## src/rtl/alias_pkg.sv

```systemverilog
package alias_pkg;
    parameter int unsigned ALIAS_ADDR_W = 32;
    localparam int unsigned ALIAS_SPAN_W = ALIAS_ADDR_W + 1;

    typedef logic [ALIAS_ADDR_W-1:0] addr_t;
    typedef logic [1:0]              size_code_t;

    function automatic logic [ALIAS_SPAN_W-1:0] span_end(addr_t a, size_code_t s);
        return {1'b0, a} + (ALIAS_SPAN_W'(1) << s);
    endfunction
endpackage

```

## src/rtl/alias_slot_table.sv

```systemverilog
module alias_slot_table
    import alias_pkg::*;
#(
    parameter int unsigned N_SLOTS = 8,
    localparam int unsigned IDX_W  = $clog2(N_SLOTS)
) (
    input  logic                         clk,
    input  logic                         rst_n,
    input  logic                         rec_valid,
    input  logic [IDX_W-1:0]             rec_idx,
    input  addr_t                        rec_addr,
    input  size_code_t                   rec_size,
    input  logic                         clr,
    output logic [N_SLOTS-1:0]           valid_o,
    output addr_t      [N_SLOTS-1:0]     addr_o,
    output size_code_t [N_SLOTS-1:0]     size_o
);
    typedef struct packed {
        logic [N_SLOTS-1:0]       valid;
        addr_t      [N_SLOTS-1:0] addr;
        size_code_t [N_SLOTS-1:0] size;
    } table_t;

    table_t tbl_d, tbl_q;

    always_comb begin
        tbl_d = tbl_q;
        if (clr) begin
            tbl_d.valid = '0;
        end else if (rec_valid) begin
            tbl_d.valid[rec_idx] = 1'b1;
            tbl_d.addr[rec_idx]  = rec_addr;
            tbl_d.size[rec_idx]  = rec_size;
        end
    end

    always_ff @(posedge clk or negedge rst_n) begin
        if (!rst_n) tbl_q <= '0;
        else        tbl_q <= tbl_d;
    end

    assign valid_o = tbl_q.valid;
    assign addr_o  = tbl_q.addr;
    assign size_o  = tbl_q.size;

    // clear empties everything next cycle
    assert_clear_empties_R7: assert property (@(posedge clk) disable iff (!rst_n)
        clr |=> (valid_o == '0));
    // record lands in named slot
    assert_record_lands_R2: assert property (@(posedge clk) disable iff (!rst_n)
        (rec_valid && !clr) |=> (valid_o[$past(rec_idx)] &&
                                 addr_o[$past(rec_idx)] == $past(rec_addr) &&
                                 size_o[$past(rec_idx)] == $past(rec_size)));
    // no strobe, no change
    assert_idle_stable_R9: assert property (@(posedge clk) disable iff (!rst_n)
        (!rec_valid && !clr) |=> $stable(valid_o));
endmodule

```

## src/rtl/alias_range_cmp.sv

```systemverilog
module alias_range_cmp
    import alias_pkg::*;
#(
    parameter int unsigned N_SLOTS = 8
) (
    input  logic [N_SLOTS-1:0]       valid_i,
    input  addr_t      [N_SLOTS-1:0] addr_i,
    input  size_code_t [N_SLOTS-1:0] size_i,
    input  logic                     chk_valid,
    input  addr_t                    chk_addr,
    input  size_code_t               chk_size,
    input  logic [N_SLOTS-1:0]       chk_mask,
    output logic [N_SLOTS-1:0]       hit_o
);
    logic [ALIAS_SPAN_W-1:0] st_lo, st_hi;

    assign st_lo = {1'b0, chk_addr};
    assign st_hi = span_end(chk_addr, chk_size);

    for (genvar g = 0; g < N_SLOTS; g++) begin : g_slot
        logic [ALIAS_SPAN_W-1:0] en_lo, en_hi;
        logic                    overlap;
        assign en_lo   = {1'b0, addr_i[g]};
        assign en_hi   = span_end(addr_i[g], size_i[g]);
        assign overlap = (st_lo < en_hi) && (en_lo < st_hi);
        assign hit_o[g] = chk_valid && chk_mask[g] && valid_i[g] && overlap;
    end
endmodule

```

## src/rtl/alias_low_pick.sv

```systemverilog
module alias_low_pick #(
    parameter int unsigned N_SLOTS = 8,
    localparam int unsigned IDX_W  = $clog2(N_SLOTS)
) (
    input  logic [N_SLOTS-1:0] req_i,
    output logic               any_o,
    output logic [IDX_W-1:0]   idx_o
);
    always_comb begin
        any_o = 1'b0;
        idx_o = '0;
        for (int i = N_SLOTS - 1; i >= 0; i--) begin
            if (req_i[i]) begin
                any_o = 1'b1;
                idx_o = IDX_W'(i);
            end
        end
    end
endmodule

```

## src/rtl/alias_guard_top.sv

```systemverilog
module alias_guard_top
    import alias_pkg::*;
#(
    parameter int unsigned N_SLOTS = 8,
    localparam int unsigned IDX_W  = $clog2(N_SLOTS)
) (
    input  logic               clk,
    input  logic               rst_n,
    input  logic               rec_valid,
    input  logic [IDX_W-1:0]   rec_idx,
    input  logic [31:0]        rec_addr,
    input  logic [1:0]         rec_size,
    input  logic               chk_valid,
    input  logic [31:0]        chk_addr,
    input  logic [1:0]         chk_size,
    input  logic [N_SLOTS-1:0] chk_mask,
    input  logic               clr,
    output logic               fault,
    output logic [IDX_W-1:0]   fault_idx
);
    logic [N_SLOTS-1:0]       slot_valid;
    addr_t      [N_SLOTS-1:0] slot_addr;
    size_code_t [N_SLOTS-1:0] slot_size;
    logic [N_SLOTS-1:0]       hit_vec;

    alias_slot_table #(.N_SLOTS(N_SLOTS)) table_i (
        .clk(clk), .rst_n(rst_n),
        .rec_valid(rec_valid), .rec_idx(rec_idx),
        .rec_addr(rec_addr), .rec_size(rec_size), .clr(clr),
        .valid_o(slot_valid), .addr_o(slot_addr), .size_o(slot_size)
    );

    alias_range_cmp #(.N_SLOTS(N_SLOTS)) cmp_i (
        .valid_i(slot_valid), .addr_i(slot_addr), .size_i(slot_size),
        .chk_valid(chk_valid), .chk_addr(chk_addr), .chk_size(chk_size),
        .chk_mask(chk_mask), .hit_o(hit_vec)
    );

    alias_low_pick #(.N_SLOTS(N_SLOTS)) pick_i (
        .req_i(hit_vec), .any_o(fault), .idx_o(fault_idx)
    );

    // fault needs a check strobe
    assert_fault_needs_check_R5: assert property (@(posedge clk) disable iff (!rst_n)
        fault |-> chk_valid);
    // reported slot is selected by the mask and occupied
    assert_fault_in_mask_R4: assert property (@(posedge clk) disable iff (!rst_n)
        fault |-> (chk_mask[fault_idx] && slot_valid[fault_idx]));
    // reported slot hit and nothing lower did
    assert_lowest_slot_R6: assert property (@(posedge clk) disable iff (!rst_n)
        fault |-> (hit_vec[fault_idx] &&
                   ((hit_vec & ((N_SLOTS'(1) << fault_idx) - N_SLOTS'(1))) == '0)));
    // index idles at zero
    assert_idx_idle_R5: assert property (@(posedge clk) disable iff (!rst_n)
        !fault |-> (fault_idx == '0));
    // first cycle after reset sees an empty table
    assert_reset_empty_R1: assert property (@(posedge clk) disable iff (!rst_n)
        $rose(rst_n) |-> !fault);
endmodule

```

## config.mk

```make
export PLATFORM = sky130hd
export DESIGN_NAME = alias_guard_top
export DESIGN_NICKNAME = d
export VERILOG_FILES = /design/src/rtl/alias_pkg.sv /design/src/rtl/alias_slot_table.sv /design/src/rtl/alias_range_cmp.sv /design/src/rtl/alias_low_pick.sv /design/src/rtl/alias_guard_top.sv
export SDC_FILE = /design/constraint.sdc
export NUM_CORES = 1
export LEC_CHECK = 0
export BUFFER_PORTS_ARGS = -buffer_cell sky130_fd_sc_hd__buf_4
export CAP_MARGIN = 20
export CORE_AREA = 2 2 225 227
export CTS_BUF_LIST = sky130_fd_sc_hd__clkbuf_2 sky130_fd_sc_hd__clkbuf_4 sky130_fd_sc_hd__clkbuf_8
export DETAILED_ROUTE_END_ITERATION = 12
export DIE_AREA = 0 0 227 229
export GPL_TIMING_DRIVEN = 0
export PLACE_DENSITY = 0.68
export SLEW_MARGIN = 20
export SYNTH_ARGS = -nofsm -noshare
export SYNTH_HDL_FRONTEND = slang
export SYNTH_SLANG_ARGS = --single-unit
```

## constraint.sdc

```tcl
create_clock -name clk -period 7.07 [get_ports clk]
set_input_delay 0.3535 -clock clk [delete_from_list [all_inputs] [get_ports clk]]
set_output_delay 0.3535 -clock clk [all_outputs]
set_load 0.005 [all_outputs]
```

# --- Word-level counts from Yosys, hierarchy flattened ---
# Cells that the tools add are included.
totals:
  reg_bits: 280
  inputBits: 84
  out_inout_bits: 4
op_classes:
  magnitude_cmp: 18
  add_sub_neg: 9
  shift: 9
  n_bitwise: 2
  n_reduce_logical: 35
  muxes: 26
ops:
  columns: ["operator", "n"]
  rows:
  - ["32-bit by 33-bit < comparator with 1-bit output", 16]
  - ["32-bit by 33-bit adder with 33-bit output", 9]
  - ["1-bit by 2-bit left shift with 33-bit output, first input constant", 9]
  - ["280-bit 2-to-1 mux", 1]
  - ["256-bit bitwise mux", 1]
  - ["32-bit demux with 3-bit select", 1]
  - ["1-bit logical AND", 33]
  - ["32-bit 2-to-1 mux", 1]
  - ["3-bit 2-to-1 mux", 8]
  - ["16-bit bitwise mux", 1]
  - ["1-bit 2-to-1 mux", 9]
  - ["8-bit 2-to-1 mux", 1]
  - ["8-bit OR", 1]
  - ["2-bit demux with 3-bit select", 1]
  - ["3-bit by 4-bit < comparator with 1-bit output, second input constant", 1]
  - ["1-bit demux with 3-bit select", 1]
  - ["3-bit by 1-bit greater-or-equal comparator with 1-bit output, second input constant", 1]
  - ["2-bit 2-to-1 mux", 1]
  - ["2-bit AND reduction", 1]
  - ["2-bit nonzero test", 1]
  - ["1-bit inverter", 1]

# --- Logic depth before layout (Yosys ltp) ---
logic_depth:
  depth_word: 13
  mapped_depth: 22
  depth_no_buf: 21

# --- Modules after synthesis ---
# From an unflattened synthesis, not the netlist that was laid out.
hier_totals:
  cells_unflattened: 2736
  area_unflattened_um2: 26929.6
modules_own_cells:
  columns: ["module", "n_inst", "cells_per_inst", "seq_area_each_um2", "area_each_um2"]
  rows:
  - ["alias_range_cmp", 1, 2118, 0.0, 16437.0]
  - ["alias_slot_table", 1, 605, 7006.7, 10412.5]
  - ["alias_low_pick", 1, 13, 0.0, 80.1]

# --- Worst setup path before layout ---
# No wires, ideal clock.
synth_timing:
  path_type: "input to output"
  start: "in chk_size[0]"
  end: "out fault_idx[2]"
  n_path_buf: 0
  arrival_time_ps: 4117
  stages: 19
  path_slack_ps: 2600
  required_time_ps: 6716
  cell_sequence: "nor2b_1 -> ha_1 -> a21o_1 -> a21oi_1 -> o21bai_1 -> nand2_1 -> nor3_1 -> nand2_1 -> nor2_1 -> xnor2_1 -> ha_1 -> nand4_1 -> or4_1 -> nor3_1 -> o21ai_1 -> a311oi_1 -> a211o_1 -> and2_1 -> and3b_1"
synth_via:
  elab_chain_cells: 13
synth_lines:
  columns: ["element", "line_no", "text"]
  rows:
  - ["start, declared", "alias_guard_top.sv:15", "input logic [1:0] chk_size,"]
  - ["1-bit by 2-bit left shift with 33-bit output *", "alias_pkg.sv:9", "return {1'b0, a} + (ALIAS_SPAN_W'(1) << s);"]
  - ["32-bit by 33-bit adder with 33-bit output *", "alias_pkg.sv:9", null]
  - ["32-bit by 33-bit < comparator with 1-bit output", "alias_range_cmp.sv:25", "assign overlap = (st_lo < en_hi) && (en_lo < st_hi);"]
  - ["1-bit logical AND", "alias_range_cmp.sv:25", null]
  - ["1-bit logical AND", "alias_range_cmp.sv:26", "assign hit_o[g] = chk_valid && chk_mask[g] && valid_i[g] && overlap;"]
  - ["3-bit 2-to-1 mux (7 in series)", "alias_low_pick.sv:13", "if (req_i[i]) begin"]
  - ["3-bit 2-to-1 mux *", "alias_low_pick.sv:13", null]
  - ["end, declared", "alias_guard_top.sv:19", "output logic [IDX_W-1:0] fault_idx"]
# Every way passes the cells marked *; elsewhere a longest branch is shown, timed or not.

# --- Worst setup path after layout ---
layout_timing:
  start: "in chk_size[0]"
  end: "out fault_idx[1]"
# Same word-level chain as after synthesis.

==> implementation parameters <==
Parameter                              Value

Timing
  Final hold viol count ... 0
  Unrepaired setup endpoints after global routing ... false
  Setup_tns ... 0 ps
  Rel. slew slack ... 21.75%
  Pins Over Slew Limit ... 0
  Final min period ... 6698 ps
  Total setup violations reported at the end of the flow ... 0
  Share of the clock period used by the worst path after layout ... 94.73%
  Min setup slack post-route ... 372.4 ps
  Transition time of the tightest slew-check pin ... 1165 ps
  Clock tree skew after final layout ... 0 ps
  Highest achievable clock rate ... 0.1493 GHz

GRT
  Total gr overflow ... 0
  GRT Resource Usage Total ... 31.17%
  Via count of the first global-routing pass ... 21985
  Initial antenna violation count ... 0
  Wire length of the first global-routing pass ... 125.2 mm
  Largest net degree at the start of global routing ... 90

Cells and area
  Area Growth Syn to Fin ... 10.50%
  Share of final-layout standard cells stronger than drive strength 1 ... 16.16%
  Non-filler instance count after layout ... 3612
  Antenna diode count ... 0
  Net total in the final layout ... 3526

Yosys
  Flop and latch count out of synthesis ... 280
  Cell variety after synth ... 75
  Instance count of the mapped netlist ... 2744
  Count of flip-flops with a built-in enable after synthesis ... 0
  Synthesized Nets ... 3369
  Cell Area, Synth ... 27010 sq um
  Post-Synthesis Mean Instance Area ... 9.842 sq um
  Share of synthesized area occupied by flip-flops and latches ... 25.94%
  Synth Warn # ... 0
  Most used DFF post-synth ... sky130_fd_sc_hd__dfrtp_1
  Async set or reset register ratio after synthesis ... 100.0%

Die
  Initial standard-cell utilization of the core ... 54.39%
  Floorplan die height ... 229 um
  Standard cell core area ... 49660 sq um
  Std cell rows ... 82
  Io pins ... 88
  Floorplan die area ... 51980 sq um
  Floorplan die width ... 227 um

Drt
  Highest routing layer actually used ... met4
  ANT nets after route ... 0
  Mean number of vias per cell ... 6.212
  Routed metal-1 wire length ... 35.97 mm
  Routed wirelength normalized by instance count ... 22.26 um
  Total met2 wirelength after detailed routing ... 36.55 mm
  WL final ... 80.41 mm
  Pre-Repair DR Iteration Count ... 6
  Via count ... 22438
  DRC ... 0
  Met3 routed WL ... 4.531 mm
  Number of DRC markers after the initial detailed-route iteration ... 1673

Hold path
  Min-Delay Startpoint ... rec_addr[27]
  Hold path cells ... 2
  Class of the tightest hold or removal check ... in2reg

Outcome
  Run status ... finished, final reports clean

Placed design
  Post-DP HPWL ... 64.57 mm
  IO buf count ... 86
  Placed cell count ... 3505
  GPL Wtd Cong ... 0.9392
  Worst setup slack after placement ... 405.4 ps

Clocking
  Setup repair bufs after CTS ... 0
  Clock latency of the later-clocked register in the worst-skew pair ... 660 ps
  Clock-pin transition on the worst setup and hold timing paths ... 60 ps
  CTS H-tree depth ... 2
  Clock Tree Buf Depth ... 3
  Sink count of the clock tree ... 280
  Clk root buf ... sky130_fd_sc_hd__clkbuf_8
  TritonCTS clock tree ... done
  TritonCTS buffer count ... 53

Worst setup path
  Arrival time reported for the critical path endpoint ... 6340 ps
  Number of cells on the worst reg-to-reg path ... 1
  Path type of the worst setup path ... in2out
  Setup crit end kind ... output pin
  Reg-to-reg setup timing slack ... 6150 ps
  Largest driver fanout on the critical path ... 8
  Data required, critical path ... 6720 ps
  Startpoint type of the worst setup path ... primary input

Power and ir drop
  Worst IR drop on VDD ... 0.0001823 V
  Areal power density over the cells ... 244.6 nW/um^2
  Pleak ... 13.61 nW
  Post-layout power ... 0.007300 W

Run
  Count of maximum capacitance violations ... 0
==> area by class of cell <==
| class | instances | area (sq um) |
|---|---|---|
| flip-flops and latches | 280 | 7007 |
| multi-input cells | 2388 | 19720 |
| plain buffers | 34 | 142.6 |
| clock buffers | 90 | 1095 |
| fillers | 4327 | 19810 |
| repair buffers | 102 | 863.3 |
| clock inverters | 4 | 22.52 |
| well taps | 672 | 840.8 |
| inverters | 42 | 157.7 |
==> report_power, final <==
group          total (W)  switching, W  internal, W  leakage, nW
clock network    0.00171      0.000749     0.000962        0.599
registers        0.00253      0.000566      0.00197         3.44
logic            0.00305       0.00158      0.00147         9.56
==> kinds of logic after synthesis <==
family / synth area share, %
AOI/OAI and AO/OA: 12.11
xor gates and xnor gates: 8.756
DFF: 25.94
and+or+nand+nor: 15.71
adders and majority gates: 25.31
buffers and inverters: 1.112
muxes: 11.05
==> cells in the final DEF (no fill, tap or decap), types with 10 or more instances in the layout <==
cell	Yosys	layout
sky130_fd_sc_hd__xnor2_1	105	105
sky130_fd_sc_hd__dlygate4sd3_1	0	12
sky130_fd_sc_hd__nor2_1	117	117
sky130_fd_sc_hd__a21oi_1	176	176
sky130_fd_sc_hd__and3_1	59	59
sky130_fd_sc_hd__and4_1	28	28
sky130_fd_sc_hd__and2_1	22	22
sky130_fd_sc_hd__nor2b_1	44	44
sky130_fd_sc_hd__nand3_1	106	106
sky130_fd_sc_hd__o211ai_1	14	14
sky130_fd_sc_hd__ha_1	532	532
sky130_fd_sc_hd__nand2b_1	24	24
sky130_fd_sc_hd__clkbuf_8	0	67
sky130_fd_sc_hd__a21o_1	96	96
sky130_fd_sc_hd__clkbuf_1	23	23
sky130_fd_sc_hd__nand4_1	103	103
sky130_fd_sc_hd__nand2_1	199	199
sky130_fd_sc_hd__nor3_1	39	39
sky130_fd_sc_hd__a2111oi_0	11	10
sky130_fd_sc_hd__dfrtp_1	280	280
sky130_fd_sc_hd__a211oi_1	28	28
sky130_fd_sc_hd__clkbuf_4	0	23
sky130_fd_sc_hd__o21ai_0	97	97
sky130_fd_sc_hd__nor4_1	13	12
sky130_fd_sc_hd__xor2_1	165	164
sky130_fd_sc_hd__buf_4	0	86
sky130_fd_sc_hd__inv_1	42	42
sky130_fd_sc_hd__mux2_2	265	265
==> worst max-delay path: stages <==
cell and delay (ps):
sky130_fd_sc_hd__buf_4 120, sky130_fd_sc_hd__nor2b_1 150, sky130_fd_sc_hd__ha_1 280, sky130_fd_sc_hd__a21o_1 110
sky130_fd_sc_hd__a21oi_1 90, sky130_fd_sc_hd__o21bai_1 380, sky130_fd_sc_hd__nand2_1 220, sky130_fd_sc_hd__nor3_1 740
sky130_fd_sc_hd__nand3_1 180, sky130_fd_sc_hd__xor2_1 910, sky130_fd_sc_hd__ha_1 410, sky130_fd_sc_hd__nand3_1 110
sky130_fd_sc_hd__o221ai_1 220, sky130_fd_sc_hd__or4b_1 620, sky130_fd_sc_hd__a211oi_1 450, sky130_fd_sc_hd__o221a_1 360
sky130_fd_sc_hd__or2b_1 140, sky130_fd_sc_hd__nand3_1 70, sky130_fd_sc_hd__a21boi_1 270, sky130_fd_sc_hd__buf_4 160
==> synth_stat cells (23+ instances only) <==
library cell               count  area [sq um]
sky130_fd_sc_hd__clkbuf_1     23         86.33
sky130_fd_sc_hd__nor2b_1      44         275.3
sky130_fd_sc_hd__nand4_1     103         644.4
sky130_fd_sc_hd__mux2_2      265          2984
sky130_fd_sc_hd__dfrtp_1     280          7007
sky130_fd_sc_hd__xor2_1      165          1445
sky130_fd_sc_hd__nand2b_1     24         150.1
sky130_fd_sc_hd__a211oi_1     28         210.2
sky130_fd_sc_hd__ha_1        532          6656
sky130_fd_sc_hd__nand2_1     199         747.0
sky130_fd_sc_hd__nor3_1       39         195.2
sky130_fd_sc_hd__xnor2_1     105         919.6
sky130_fd_sc_hd__nand3_1     106         530.5
sky130_fd_sc_hd__a21o_1       96         720.7
sky130_fd_sc_hd__a21oi_1     176         880.8
sky130_fd_sc_hd__nor2_1      117         439.2
sky130_fd_sc_hd__inv_1        42         157.7
sky130_fd_sc_hd__and3_1       59         369.1
sky130_fd_sc_hd__and4_1       28         245.2
sky130_fd_sc_hd__o21ai_0      97         485.5
==> routing by layer <==
metal | track usage, % | vias up
li1 | - | 10630
met2 | 50.24 | 725
met5 | 0 | -
met3 | 4.003 | 222
met4 | 12.40 | 0
met1 | 42.35 | 10861
==> stage by stage <==
| stage | utilization, % | cell area, sq um | hold WS [ps] |
|---|---|---|---|
| 6_report | 60.10 | 29840 | 43.09 |
| 5_1_grt | 60.10 | 29840 | 34.54 |
| 4_1_cts | 60.07 | 29830 | 9.840 |
| 3_5_place_dp | 57.57 | 28590 | 303.5 |
| 3_3_place_gp | 57.38 | 28490 | 459.5 |
| 2_1_floorplan | - | 27010 | 57.91 |
==> how the worst max path moves through the flow <==
stage	slack, ps	endpoint	from	cells past startpoint
after detailed placement	410	fault_idx[1]	chk_size[0]	20
final	370	fault_idx[1]	chk_size[0]	20
after floorplan	2600	fault_idx[2]	chk_size[0]	19
after global routing	30	fault_idx[1]	chk_size[0]	20
after global placement	550	fault_idx[0]	chk_size[0]	21
after CTS	360	fault_idx[1]	chk_size[0]	20
==> timing repair <==
action                     CTS  global route
hold endpoints to repair    73             0
setup endpoints to repair    0             3
gates resized for setup      0             1
hold buffers                12             0
No activity file was read; power rests on OpenSTA's default activity.
